$ cat src/rtl/err_hier_pkg.sv
package err_hier_pkg;
  // Kind of register selected by an address.
  typedef enum logic [2:0] {
    RK_NONE  = 3'd0,
    RK_SUM   = 3'd1,
    RK_SMASK = 3'd2,
    RK_STAT  = 3'd3,
    RK_MASK  = 3'd4
  } reg_kind_e;

  // Fixed offsets of the map; status and mask banks follow.
  localparam int unsigned SUM_OFS   = 0;
  localparam int unsigned SMASK_OFS = 1;
  localparam int unsigned STAT_OFS  = 2;
endpackage

$ cat src/rtl/err_addr_dec.sv
module err_addr_dec
  import err_hier_pkg::*;
#(
  parameter int unsigned N_GRP  = 4,
  parameter int unsigned ADDR_W = 4,
  parameter int unsigned GIDX_W = (N_GRP > 1) ? $clog2(N_GRP) : 1
) (
  input  logic [ADDR_W-1:0] addr_i,
  output reg_kind_e         kind_o,
  output logic [GIDX_W-1:0] grp_o
);
  localparam int unsigned MASK_OFS = STAT_OFS + N_GRP;
  localparam int unsigned END_OFS  = MASK_OFS + N_GRP;

  always_comb begin
    int unsigned a;
    a      = 32'(addr_i);
    kind_o = RK_NONE;
    grp_o  = '0;
    if (a == SUM_OFS) begin
      kind_o = RK_SUM;
    end else if (a == SMASK_OFS) begin
      kind_o = RK_SMASK;
    end else if (a >= STAT_OFS && a < MASK_OFS) begin
      kind_o = RK_STAT;
      grp_o  = GIDX_W'(a - STAT_OFS);
    end else if (a >= MASK_OFS && a < END_OFS) begin
      kind_o = RK_MASK;
      grp_o  = GIDX_W'(a - MASK_OFS);
    end
  end
endmodule

$ cat src/rtl/err_stat_grp.sv
module err_stat_grp #(
  parameter int unsigned DATA_W = 8
) (
  input  logic              clk,
  input  logic              rst,
  input  logic [DATA_W-1:0] evt_i,
  input  logic              wr_stat_i,
  input  logic              wr_mask_i,
  input  logic              clr_rd_i,
  input  logic [DATA_W-1:0] wdata_i,
  output logic [DATA_W-1:0] stat_o,
  output logic [DATA_W-1:0] mask_o,
  output logic              ptr_o
);
  logic [DATA_W-1:0] stat_q, mask_q, clr_bits;

  // Bits that a write or a clearing read asks to drop this cycle.
  always_comb begin
    clr_bits = '0;
    if (wr_stat_i) clr_bits = wdata_i;
    if (clr_rd_i)  clr_bits = '1;
  end

  always_ff @(posedge clk) begin
    if (rst) begin
      stat_q <= '0;
      mask_q <= '0;
    end else begin
      // A present event always overrides a clear.
      stat_q <= evt_i | (stat_q & ~clr_bits);
      if (wr_mask_i) mask_q <= wdata_i;
    end
  end

  assign stat_o = stat_q;
  assign mask_o = mask_q;
  assign ptr_o  = |(stat_q & mask_q);

  p_evt_sets_r2: assert property (@(posedge clk) disable iff (rst)
    (|evt_i) |=> ((stat_o & $past(evt_i)) == $past(evt_i)));

  p_sticky_r3: assert property (@(posedge clk) disable iff (rst)
    (!(wr_stat_i && (|wdata_i)) && !clr_rd_i) |=> (($past(stat_o) & ~stat_o) == '0));

  p_cor_clears_r4: assert property (@(posedge clk) disable iff (rst)
    (clr_rd_i && !(|evt_i)) |=> (stat_o == '0));

  p_mask_stable_r5: assert property (@(posedge clk) disable iff (rst)
    !wr_mask_i |=> $stable(mask_o));
endmodule

$ cat src/rtl/err_summary.sv
module err_summary #(
  parameter int unsigned N_GRP = 4
) (
  input  logic             clk,
  input  logic             rst,
  input  logic [N_GRP-1:0] ptr_i,
  input  logic             wr_smask_i,
  input  logic [N_GRP-1:0] wdata_i,
  output logic [N_GRP-1:0] smask_o,
  output logic             irq_o
);
  logic [N_GRP-1:0] smask_q;
  logic             irq_q;

  always_ff @(posedge clk) begin
    if (rst) begin
      smask_q <= '0;
      irq_q   <= 1'b0;
    end else begin
      if (wr_smask_i) smask_q <= wdata_i;
      irq_q <= |(ptr_i & smask_q);
    end
  end

  assign smask_o = smask_q;
  assign irq_o   = irq_q;

  p_irq_rise_r7: assert property (@(posedge clk) disable iff (rst)
    (|(ptr_i & smask_o)) |=> irq_o);

  p_irq_fall_r7: assert property (@(posedge clk) disable iff (rst)
    !(|(ptr_i & smask_o)) |=> !irq_o);
endmodule

$ cat src/rtl/err_rd_mux.sv
module err_rd_mux
  import err_hier_pkg::*;
#(
  parameter int unsigned N_GRP  = 4,
  parameter int unsigned DATA_W = 8,
  parameter int unsigned GIDX_W = (N_GRP > 1) ? $clog2(N_GRP) : 1
) (
  input  logic                         clk,
  input  logic                         rst,
  input  logic                         rd_en_i,
  input  reg_kind_e                    kind_i,
  input  logic [GIDX_W-1:0]            grp_i,
  input  logic [N_GRP-1:0][DATA_W-1:0] stat_i,
  input  logic [N_GRP-1:0][DATA_W-1:0] mask_i,
  input  logic [DATA_W-1:0]            sum_i,
  input  logic [DATA_W-1:0]            smask_i,
  output logic [DATA_W-1:0]            rdata_o
);
  logic [DATA_W-1:0] sel, rdata_q;

  always_comb begin
    unique case (kind_i)
      RK_SUM:   sel = sum_i;
      RK_SMASK: sel = smask_i;
      RK_STAT:  sel = stat_i[grp_i];
      RK_MASK:  sel = mask_i[grp_i];
      default:  sel = '0;
    endcase
  end

  always_ff @(posedge clk) begin
    if (rst)          rdata_q <= '0;
    else if (rd_en_i) rdata_q <= sel;
  end

  assign rdata_o = rdata_q;

  p_rd_hold_r9: assert property (@(posedge clk) disable iff (rst)
    !rd_en_i |=> $stable(rdata_o));
endmodule

$ cat src/rtl/err_hier_regs.sv
module err_hier_regs
  import err_hier_pkg::*;
#(
  parameter int unsigned N_GRP  = 4,
  parameter int unsigned DATA_W = 8,
  parameter int unsigned ADDR_W = 4
) (
  input  logic                    clk,
  input  logic                    rst,
  input  logic [N_GRP*DATA_W-1:0] evt_i,
  input  logic                    cor_en_i,
  input  logic                    wr_en_i,
  input  logic                    rd_en_i,
  input  logic [ADDR_W-1:0]       addr_i,
  input  logic [DATA_W-1:0]       wdata_i,
  output logic [DATA_W-1:0]       rdata_o,
  output logic                    irq_o
);
  localparam int unsigned GIDX_W = (N_GRP > 1) ? $clog2(N_GRP) : 1;
  localparam int unsigned PTR_LO = DATA_W - N_GRP;

  reg_kind_e                    kind;
  logic [GIDX_W-1:0]            grp;
  logic [N_GRP-1:0][DATA_W-1:0] stat_a, mask_a;
  logic [N_GRP-1:0]             ptr, smask;
  logic [DATA_W-1:0]            sum_val, smask_val;

  err_addr_dec #(.N_GRP(N_GRP), .ADDR_W(ADDR_W), .GIDX_W(GIDX_W)) dec_i (
    .addr_i (addr_i),
    .kind_o (kind),
    .grp_o  (grp)
  );

  for (genvar g = 0; g < N_GRP; g++) begin : g_grp
    logic hit;
    assign hit = (grp == GIDX_W'(g));
    err_stat_grp #(.DATA_W(DATA_W)) grp_i (
      .clk       (clk),
      .rst       (rst),
      .evt_i     (evt_i[g*DATA_W +: DATA_W]),
      .wr_stat_i (wr_en_i && kind == RK_STAT && hit),
      .wr_mask_i (wr_en_i && kind == RK_MASK && hit),
      .clr_rd_i  (rd_en_i && cor_en_i && kind == RK_STAT && hit),
      .wdata_i   (wdata_i),
      .stat_o    (stat_a[g]),
      .mask_o    (mask_a[g]),
      .ptr_o     (ptr[g])
    );
  end

  err_summary #(.N_GRP(N_GRP)) sum_i (
    .clk        (clk),
    .rst        (rst),
    .ptr_i      (ptr),
    .wr_smask_i (wr_en_i && kind == RK_SMASK),
    .wdata_i    (wdata_i[DATA_W-1:PTR_LO]),
    .smask_o    (smask),
    .irq_o      (irq_o)
  );

  // Pointer bits occupy the upper N_GRP bits; the rest read as zero.
  if (PTR_LO > 0) begin : g_lo
    assign sum_val   = {ptr, {PTR_LO{1'b0}}};
    assign smask_val = {smask, {PTR_LO{1'b0}}};
  end else begin : g_full
    assign sum_val   = ptr;
    assign smask_val = smask;
  end

  err_rd_mux #(.N_GRP(N_GRP), .DATA_W(DATA_W), .GIDX_W(GIDX_W)) rd_i (
    .clk     (clk),
    .rst     (rst),
    .rd_en_i (rd_en_i),
    .kind_i  (kind),
    .grp_i   (grp),
    .stat_i  (stat_a),
    .mask_i  (mask_a),
    .sum_i   (sum_val),
    .smask_i (smask_val),
    .rdata_o (rdata_o)
  );

  if (PTR_LO > 0) begin : g_chk_lo
    p_sum_lo_zero_r6: assert property (@(posedge clk) disable iff (rst)
      (rd_en_i && kind == RK_SUM) |=> (rdata_o[PTR_LO-1:0] == '0));
  end

  p_sum_wr_noeff_r8: assert property (@(posedge clk) disable iff (rst)
    (wr_en_i && (kind == RK_SUM || kind == RK_NONE)) |=> ($stable(stat_a) && $stable(mask_a) && $stable(smask)));
endmodule

$ cat config.mk
export PLATFORM = sky130hd
export DESIGN_NAME = err_hier_regs
export DESIGN_NICKNAME = d
export VERILOG_FILES = /design/src/rtl/err_hier_pkg.sv /design/src/rtl/err_addr_dec.sv /design/src/rtl/err_stat_grp.sv /design/src/rtl/err_summary.sv /design/src/rtl/err_rd_mux.sv /design/src/rtl/err_hier_regs.sv
export SDC_FILE = /design/constraint.sdc
export NUM_CORES = 1
export LEC_CHECK = 0
export ABC_AREA = 1
export ABC_CLOCK_PERIOD_IN_PS = 1800
export CORE_MARGIN = 5
export CORE_UTILIZATION = 25
export DETAILED_ROUTE_END_ITERATION = 8
export PLACE_DENSITY_LB_ADDON = 0.3
export SYNTH_ARGS = -nofsm -noshare
export SYNTH_HDL_FRONTEND = slang
export SYNTH_SLANG_ARGS = --single-unit
$ cat constraint.sdc
create_clock -name clk -period 1.8 [get_ports clk]
set_input_delay 0.18 -clock clk [delete_from_list [all_inputs] [get_ports clk]]
set_output_delay 0.18 -clock clk [all_outputs]
set_load 0.01 [all_outputs]
==> results of run 1 <==
-- worst reg2reg max path: stages, from the launching register on --
cell,delay [ns]
dfxtp_1,0.29
inv_1,0.08
o21ai_0,0.09
a21oi_1,0.23
nand3_1,0.19
a21oi_1,0.16
nand3_1,0.13
nand2_1,0.08
a21oi_1,0.05
-- placed cells by master, fill, tap and decap left out, drive strengths merged --
| cell | synthesis | layout |
|---|---|---|
| nand4 | 20 | 20 |
| clkdlybuf4s50 | 0 | 54 |
| dlymetal6s2s | 0 | 2 |
| a31oi | 31 | 31 |
| buf | 20 | 44 |
| clkbuf | 12 | 10 |
| a41oi | 1 | 1 |
| nand2 | 270 | 270 |
| a21oi | 43 | 43 |
| or2 | 1 | 1 |
| nand3 | 12 | 12 |
| nor2 | 62 | 62 |
| a211oi | 12 | 12 |
| dfxtp | 77 | 77 |
| o21ai | 13 | 13 |
| clkinv | 0 | 4 |
| inv | 28 | 28 |
| clkinvlp | 0 | 2 |
-- routing by layer --
metal | GRT usage, % | vias up | wire length (µm)
li1 | - | 2126 | -
met1 | 21.5 | 1825 | 6480
met2 | 21.5 | 114 | 5410
met3 | 3.39 | 14 | 942
met4 | 5.10 | 0 | 212
met5 | 0 | - | 0
-- cells by family after synthesis --
kind of cell,after synthesis
compound gates,100
buf+inv,60
flops,77
simple gates,365
-- area by class of cell --
cell class	count	area, µm²
Timing Repair Buffer	100	968
Clock buffer	10	239
Sequential cell	77	1540
Multi-Input combinational cell	465	2110
Fill cell	1689	9990
Tap cell	211	264
Clock inverter	6	38.8
Inverter	28	105
-- sequential cells by signal, indices dropped and copies added (netlist names) --
name,flops
g_grp.grp_i.mask_o,32
g_grp.grp_i.stat_o,32
rd_i.rdata_o,8
sum_i.irq_o,1
sum_i.smask_o,4
-- power by group --
part           total, mW  switching (mW)  internal [mW]
sequential          1.85          0.0643           1.78
clock               1.73           0.763          0.966
combinational      0.632           0.345          0.286
-- worst paths after layout --
check        depth (start not counted)                      from                  endpoint  slack, ns
min                                  3                       rst  g_grp[3].grp_i.stat_o[7]       0.31
max                                 12                 addr_i[1]           rd_i.rdata_o[1]       0.16
max reg2reg                          8  g_grp[3].grp_i.mask_o[0]           rd_i.rdata_o[7]       0.37
min reg2reg                          2           rd_i.rdata_o[6]           rd_i.rdata_o[6]       0.46
-- stage by stage --
step                utilization (%)  instance area [µm²]  cells  worst slack (ns)
floorplan                         -                 3910    602             0.375
global placement               32.6                 4970    881            -0.271
detailed placement             32.6                 4970    881            -0.285
CTS                            34.4                 5250    897            0.0756
global route                   34.5                 5270    897            0.0130
finish                         34.5                 5270    897             0.163
==> results.sh, run 1 <==
export IMPL_wl_per_cell_um=14.6
export IMPL_yosys_top_cells_area="dfxtp_1, nand2_1, a21oi_1, nor2_1, a31oi_1"
export IMPL_maxSlewViolCount=0
export IMPL_route_detailed_drc=0
export IMPL_post_cts_buffers=0
export IMPL_fin_setup_tns_ns=0
export IMPL_hold_violations=0
export IMPL_crit_chain="clkdlybuf4s50_1 -> inv_2 -> nand2_4 -> nand3_4 -> buf_4 -> o21ai_1 -> nand2_1 -> nand2_1 -> nand2_1 -> nand2_1 -> nand2_1 -> a21oi_1"
export IMPL_peakVddDrop_mv=0.490
export IMPL_synth_xor_area_share_pct=0
export IMPL_cts_sinks=77
export IMPL_hold_class="input pin to flop"
export IMPL_finClkSkew_ns=0.00846
export IMPL_finalSetupViolCount=0
export IMPL_synth_fa_ha_area_share_pct=0
export IMPL_path_class="input pin to flop"
export IMPL_synth_fp_nets=651
export IMPL_synth_ff_type="dfxtp_1"
export IMPL_grt_pass1_wl_um=21000
export IMPL_slew_headroom_pct=70.6
export IMPL_start_util_pct=25.6
export IMPL_antenna_cells=0
export IMPL_cts_tree="yes"
export IMPL_worst_pin_slew_ns=0.440
export IMPL_period_minus_slack_ns=1.64
export IMPL_num_rows=45
export IMPL_cts_resized=0
export IMPL_fmax_mhz=611
export IMPL_num_io_pins=58
export IMPL_arrival_ns=1.91
export IMPL_synth_compound_area_share_pct=14.9
export IMPL_synth_area_um2=3910
export IMPL_outcome="finished, final reports clean"
export IMPL_root_buffer="clkbuf_16"
export IMPL_dpl_hpwl_um=9540
export IMPL_die_y_um=135
export IMPL_power_density_nw_per_um2=799
export IMPL_nets=730
export IMPL_cts_buffers=9
export IMPL_dr_pass1_iters=5
export IMPL_syn_avg_cell_area_um2=6.50
export IMPL_cpPeakStageDelay_ns=0.56
export IMPL_grt_use_total_pct=14.8
export IMPL_yosysUniqueCellTypes=26
export IMPL_synth_edff_count=0
export IMPL_synth_simple_area_share_pct=38.7
export IMPL_path_buf_inv=3
export IMPL_vias=4079
export IMPL_holdWs_ns=0.313
export IMPL_grt_max_degree=78
export IMPL_drv_cap=0
export IMPL_dieArea_um2=18300
export IMPL_timing_final_crit_share_pct=91.0
export IMPL_seq_area_frac_synth_pct=39.4
export IMPL_p_leak_nw=2.10
export IMPL_cts_htree_levels=3
export IMPL_ys_ff_latch=77
export IMPL_numPortBuffers=57
export IMPL_gp_congestion=0.859
export IMPL_drt_iter0_drc=265
export IMPL_avgViaCountPerCell=4.55
export IMPL_drt_total_wl_um=13100
export IMPL_crit_required_ns=2.07
export IMPL_path_clk_slew_ns=0.06
export IMPL_dieWidth_um=135
export IMPL_synth_warnings=0
export IMPL_synth_async_reset_ratio_pct=0
export IMPL_slowest_stage="clkdlybuf4s50_1"
export IMPL_clock_latency_ns=0.35
export IMPL_yosys_area_top_type="dfxtp_1"
export IMPL_clock_path_buffers=2
export IMPL_synthMuxAreaShare_pct=0
export IMPL_synth_most_common_cell="nand2_1"
export IMPL_netlist_top_cells_count="nand2_1, dfxtp_1, nor2_1"
export IMPL_crit_top_cell="nand2_1"
export IMPL_syn_inst=602
export IMPL_drtAntennaViolNets=0
export IMPL_synth_top_area_share_pct=39.4
export IMPL_crit_fanout=17
export IMPL_antenna_found_initial=0
export IMPL_end_kind="flop"
export IMPL_syn_to_final_growth_pct=34.5
export IMPL_grt_pass1_vias=3862
export IMPL_crit_path_start_kind="input pin"
export IMPL_ctsHoldBuffers=0
export IMPL_drive_above_1_share_pct=12.7
export IMPL_core_um2=15300
export IMPL_synth_top_family_by_area="simple AND/OR/NAND/NOR gates"
export IMPL_rsz0062_at_grt="false"
export IMPL_finalPower_mw=4.21
export IMPL_grt_overflow=0
export IMPL_cpLargestDelayFamily="buffers and inverters"
Power figures use the tool's default switching activity.
==> run 2, diff against run 1 <==
Settings changed: CORE_UTILIZATION 25 to 30, REMOVE_ABC_BUFFERS set to 1.
==> run 2 against run 1 <==
Sequential cell count unchanged; sequential power about the same; highest routed layer unchanged; via count increased by 2.4%; routed wire length decreased by 4.6%; largest cell class unchanged.
==> results.sh, run 2 (synthesis results as in run 1) <==
export IMPL_hold_start="rst"
export IMPL_final_cell_area_um2=5150
export IMPL_power_density_nw_per_um2=805
export IMPL_rsz0062_at_grt="false"
export IMPL_root_buffer="clkbuf_16"
export IMPL_drtAntennaViolNets=0
export IMPL_finalSetupViolCount=0
export IMPL_dieWidth_um=124
export IMPL_drive_above_1_share_pct=11.3
export IMPL_drv_cap=0
export IMPL_layout_common_cells="nand2_1, dfxtp_1, clkdlybuf4s50_1"
export IMPL_cts_htree_levels=3
export IMPL_route_detailed_drc=0
export IMPL_timing_final_crit_share_pct=88.6
export IMPL_hold_depth=3
export IMPL_wl_per_cell_um=14.6
export IMPL_grt_overflow=0
export IMPL_nets=724
export IMPL_crit_required_ns=2.01
export IMPL_outcome="finished, final reports clean"
export IMPL_clock_latency_ns=0.34
export IMPL_holdWs_ns=0.312
export IMPL_end_kind="flop"
export IMPL_grt_pass1_vias=4162
export IMPL_num_io_pins=58
export IMPL_drt_iter0_drc=384
export IMPL_vias=4178
export IMPL_cts_buffers=9
export IMPL_path_clk_slew_ns=0.06
export IMPL_period_minus_slack_ns=1.60
export IMPL_final_common_cell="nand2_1"
export IMPL_worst_pin_slew_ns=0.509
export IMPL_timing_rr_start="g_grp[2].grp_i.stat_o[0]"
export IMPL_finClkSkew_ns=0.00714
export IMPL_fmax_mhz=627
export IMPL_cts_sinks=77
export IMPL_antenna_cells=0
export IMPL_final_util_pct=40.5
export IMPL_antenna_found_initial=0
export IMPL_grt_use_total_pct=16.0
export IMPL_peakVddDrop_mv=0.431
export IMPL_numPortBuffers=57
export IMPL_grt_pass1_wl_um=20400
export IMPL_arrival_ns=1.81
export IMPL_path_class="input pin to flop"
export IMPL_p_leak_nw=2.08
export IMPL_die_y_um=124
export IMPL_hold_violations=0
export IMPL_core_um2=12700
export IMPL_syn_to_final_growth_pct=31.6
export IMPL_maxSlewViolCount=0
export IMPL_dieArea_um2=15400
export IMPL_crit_fanout=6
export IMPL_reg2reg_slack_ns=0.41
export IMPL_crit_path_start_kind="input pin"
export IMPL_r2r_cells=7
export IMPL_start_util_pct=30.8
export IMPL_r2r_end="rd_i.rdata_o[6]"
export IMPL_hold_class="input pin to flop"
export IMPL_clock_path_buffers=2
export IMPL_avgViaCountPerCell=4.90
export IMPL_dpl_hpwl_um=9430
export IMPL_drt_total_wl_um=12500
export IMPL_dr_pass1_iters=5
export IMPL_grt_max_degree=78
export IMPL_whs_endpoint="g_grp[2].grp_i.stat_o[4]"
export IMPL_gp_congestion=0.919
export IMPL_num_rows=41
export IMPL_place_area_um2=4860
export IMPL_slew_headroom_pct=66.0
export IMPL_cts_tree="yes"
## run 2: routing by layer
| metal | wire [µm] | vias to the layer above | global-route usage (%) |
|---|---|---|---|
| li1 | - | 2105 | - |
| met1 | 5750 | 1892 | 20.9 |
| met2 | 5680 | 148 | 26.4 |
| met3 | 665 | 33 | 2.40 |
| met4 | 367 | 0 | 6.38 |
| met5 | 0 | - | 0 |
## run 2: critical path, stage by stage
cell,delay (ns)
clkdlybuf4s50_1,0.62
nand3_4,0.18
inv_2,0.13
nand2_1,0.08
nor2_2,0.18
buf_4,0.17
nand2_1,0.05
a31oi_1,0.15
nor2_1,0.05
## run 2: per-stage QoR
step | power [mW] | worst slack, ns | std cells | setup TNS [ns]
2_1_floorplan | 2.13 | -0.0195 | 570 | -0.0575
3_3_place_gp | 2.48 | -0.269 | 835 | -12.90
3_5_place_dp | 2.49 | -0.275 | 835 | -14.93
4_1_cts | 4.17 | 0.0674 | 851 | 0
5_1_grt | 4.33 | 0.0394 | 852 | 0
6_report | 4.14 | 0.205 | 852 | 0
## run 2: where the power goes
part           leakage (nW)  internal [mW]  switching, mW
Combinational          1.32          0.276          0.338
Clock                 0.129          0.943          0.740
Sequential            0.632           1.78         0.0621
Total                  2.08           3.00           1.14
## run 2: worst max path at each step
stage          slack (ns)  startpoint                        to  depth (start not counted)
5_1_grt              0.04   addr_i[0]  g_grp[3].grp_i.stat_o[4]                          9
2_1_floorplan       -0.02   addr_i[2]  g_grp[1].grp_i.stat_o[0]                          8
3_3_place_gp        -0.27   addr_i[2]  g_grp[1].grp_i.stat_o[4]                         10
3_5_place_dp        -0.28   addr_i[2]  g_grp[1].grp_i.stat_o[4]                         11
4_1_cts              0.07   addr_i[2]  g_grp[1].grp_i.stat_o[4]                         11
6_report             0.20   addr_i[0]  g_grp[1].grp_i.stat_o[4]                          9
## run 2: layout make-up
cell class	count	area, µm²
timing repair buffer	94	913
multi-input combinational	465	2100
inverter	28	105
clock buffer	10	229
sequential	77	1540
fill	1380	7570
clock inverter	6	46.3
tap	172	215
## run 2: timing repair
item,4_1_cts,5_1_grt
hold endpoints to repair,0,0
buffers inserted,0,1
hold buffers,0,0
endpoints found under the setup margin,0,15
gates resized for setup,0,3
==> run 3, diff against run 2 <==
Settings changed: CORE_MARGIN 5 to 1.5.
==> run 3 against run 2 <==
Die area is 11% lower; cell count unchanged; non-clock buffer count unchanged; critical path type unchanged; highest routed layer unchanged.
==> results.sh, run 3 (synthesis results as in run 1) <==
export IMPL_outcome="finished, final reports clean"
export IMPL_clock_latency_ns=0.33
export IMPL_rsz0062_at_grt="false"
export IMPL_path_class="input pin to flop"
export IMPL_placedCellCount=836
export IMPL_ctsHoldBuffers=0
export IMPL_worst_pin_slew_ns=0.551
export IMPL_r2r_cells=7
export IMPL_antenna_found_initial=0
export IMPL_path_clk_slew_ns=0.06
export IMPL_core_um2=12700
export IMPL_cts_sinks=77
export IMPL_r2r_end="rd_i.rdata_o[6]"
export IMPL_wl_per_cell_um=14.3
export IMPL_startpoint="addr_i[0]"
export IMPL_seq_power_share_pct=43.2
export IMPL_crit_required_ns=2.04
export IMPL_maxSlewViolCount=0
export IMPL_nets=724
export IMPL_vias=4078
export IMPL_dr_pass1_iters=5
export IMPL_finClkSkew_ns=0.00647
export IMPL_comb_power_share_pct=14.3
export IMPL_grt_use_total_pct=18.9
export IMPL_grt_pass1_vias=3972
export IMPL_numPortBuffers=57
export IMPL_dieWidth_um=117
export IMPL_p_leak_nw=2.09
export IMPL_crit_path_start_kind="input pin"
export IMPL_cts_buffers=9
export IMPL_drt_iter0_drc=338
export IMPL_start_util_pct=30.9
export IMPL_hold_depth=3
export IMPL_hold_class="input pin to flop"
export IMPL_cts_htree_levels=3
export IMPL_whs_endpoint="g_grp[3].grp_i.stat_o[7]"
export IMPL_fin_cells=852
export IMPL_arrival_ns=1.75
export IMPL_drive_above_1_share_pct=11.6
export IMPL_route_detailed_drc=0
export IMPL_dieArea_um2=13700
export IMPL_gp_congestion=0.915
export IMPL_dpl_worst_slack_ns=-0.265
export IMPL_reg2reg_slack_ns=0.41
export IMPL_timing_final_crit_share_pct=84.1
export IMPL_finalPower_mw=4.27
export IMPL_final_common_cell="nand2_1"
export IMPL_syn_to_final_growth_pct=32.0
export IMPL_slew_headroom_pct=63.1
export IMPL_grt_overflow=0
export IMPL_fmax_mhz=661
export IMPL_die_y_um=117
export IMPL_crit_fanout=12
export IMPL_timing_rr_start="g_grp[2].grp_i.stat_o[3]"
export IMPL_drv_cap=0
export IMPL_num_rows=41
export IMPL_end_kind="flop"
export IMPL_timing_final_ws_setup_ns=0.286
export IMPL_p_switching_mw=1.11
export IMPL_peakVddDrop_mv=0.439
export IMPL_clock_path_buffers=2
export IMPL_root_buffer="clkbuf_16"
export IMPL_place_area_um2=4850
export IMPL_antenna_cells=0
export IMPL_final_cell_area_um2=5160
export IMPL_cts_tree="yes"
export IMPL_drt_total_wl_um=12200
export IMPL_final_util_pct=40.8
export IMPL_hold_violations=0
export IMPL_grt_max_degree=78
export IMPL_holdWs_ns=0.340
export IMPL_internal_power_mw=3.16
export IMPL_fin_setup_tns_ns=0
export IMPL_drtAntennaViolNets=0
export IMPL_num_io_pins=58
export IMPL_grt_pass1_wl_um=20000
export IMPL_num_fill_cells=1314
export IMPL_dpl_hpwl_um=9100
export IMPL_hold_start="rst"
export IMPL_layout_common_cells="nand2_1, dfxtp_1, clkdlybuf4s50_1"
export IMPL_power_density_nw_per_um2=828
export IMPL_p_clk_share_pct=42.5
export IMPL_avgViaCountPerCell=4.79
export IMPL_period_minus_slack_ns=1.51
export IMPL_swShare_pct=26.0
export IMPL_finalSetupViolCount=0
## run 3: routing by layer
layer,global-route usage [%],vias up,wire length (µm)
li1,-,2104,-
met1,25.6,1857,5800
met2,31.0,108,5690
met3,3.14,9,586
met4,5.46,0,133
met5,0,-,0
## run 3: how the worst max path moves through the flow
stage | slack [ns] | depth (start not counted) | end
after floorplan | -0.02 | 8 | g_grp[1].grp_i.stat_o[0]
after global placement | -0.24 | 11 | g_grp[2].grp_i.stat_o[4]
after detailed placement | -0.26 | 12 | g_grp[3].grp_i.stat_o[2]
after CTS | 0.07 | 10 | g_grp[2].grp_i.mask_o[4]
after global routing | 0.15 | 10 | rd_i.rdata_o[0]
final | 0.29 | 8 | g_grp[1].grp_i.mask_o[2]
## run 3: worst max-delay path: stages
cell	delay [ns]
clkdlybuf4s50_1	0.59
nand3_4	0.15
inv_2	0.12
nand2_1	0.08
buf_4	0.15
nor2_4	0.11
inv_2	0.13
a211oi_1	0.24
## run 3: area by class of cell
cell class	count	area (µm²)	area share, %
Clock buffer	10	239	4.63
Clock inverter	6	61.3	1.19
Inverter	28	105	2.03
Multi-Input combinational cell	465	2100	40.7
Sequential cell	77	1540	29.8
Tap cell	172	215	4.17
Timing Repair Buffer	94	901	17.4
## run 3: what timing repair did
| action | CTS | global route |
|---|---|---|
| setup endpoints to repair | 0 | 48 |
| gates resized for setup | 0 | 4 |
| setup buffers | 0 | 0 |
## run 3: power by group through the flow
stage / Clock, mW / Sequential (mW) / Combinational (mW)
after global placement: 0 / 1.88 / 0.598
after global routing: 1.93 / 1.85 / 0.679
after CTS: 1.85 / 1.84 / 0.611
final: 1.82 / 1.85 / 0.612
after floorplan: 0 / 1.86 / 0.264
after detailed placement: 0 / 1.88 / 0.606
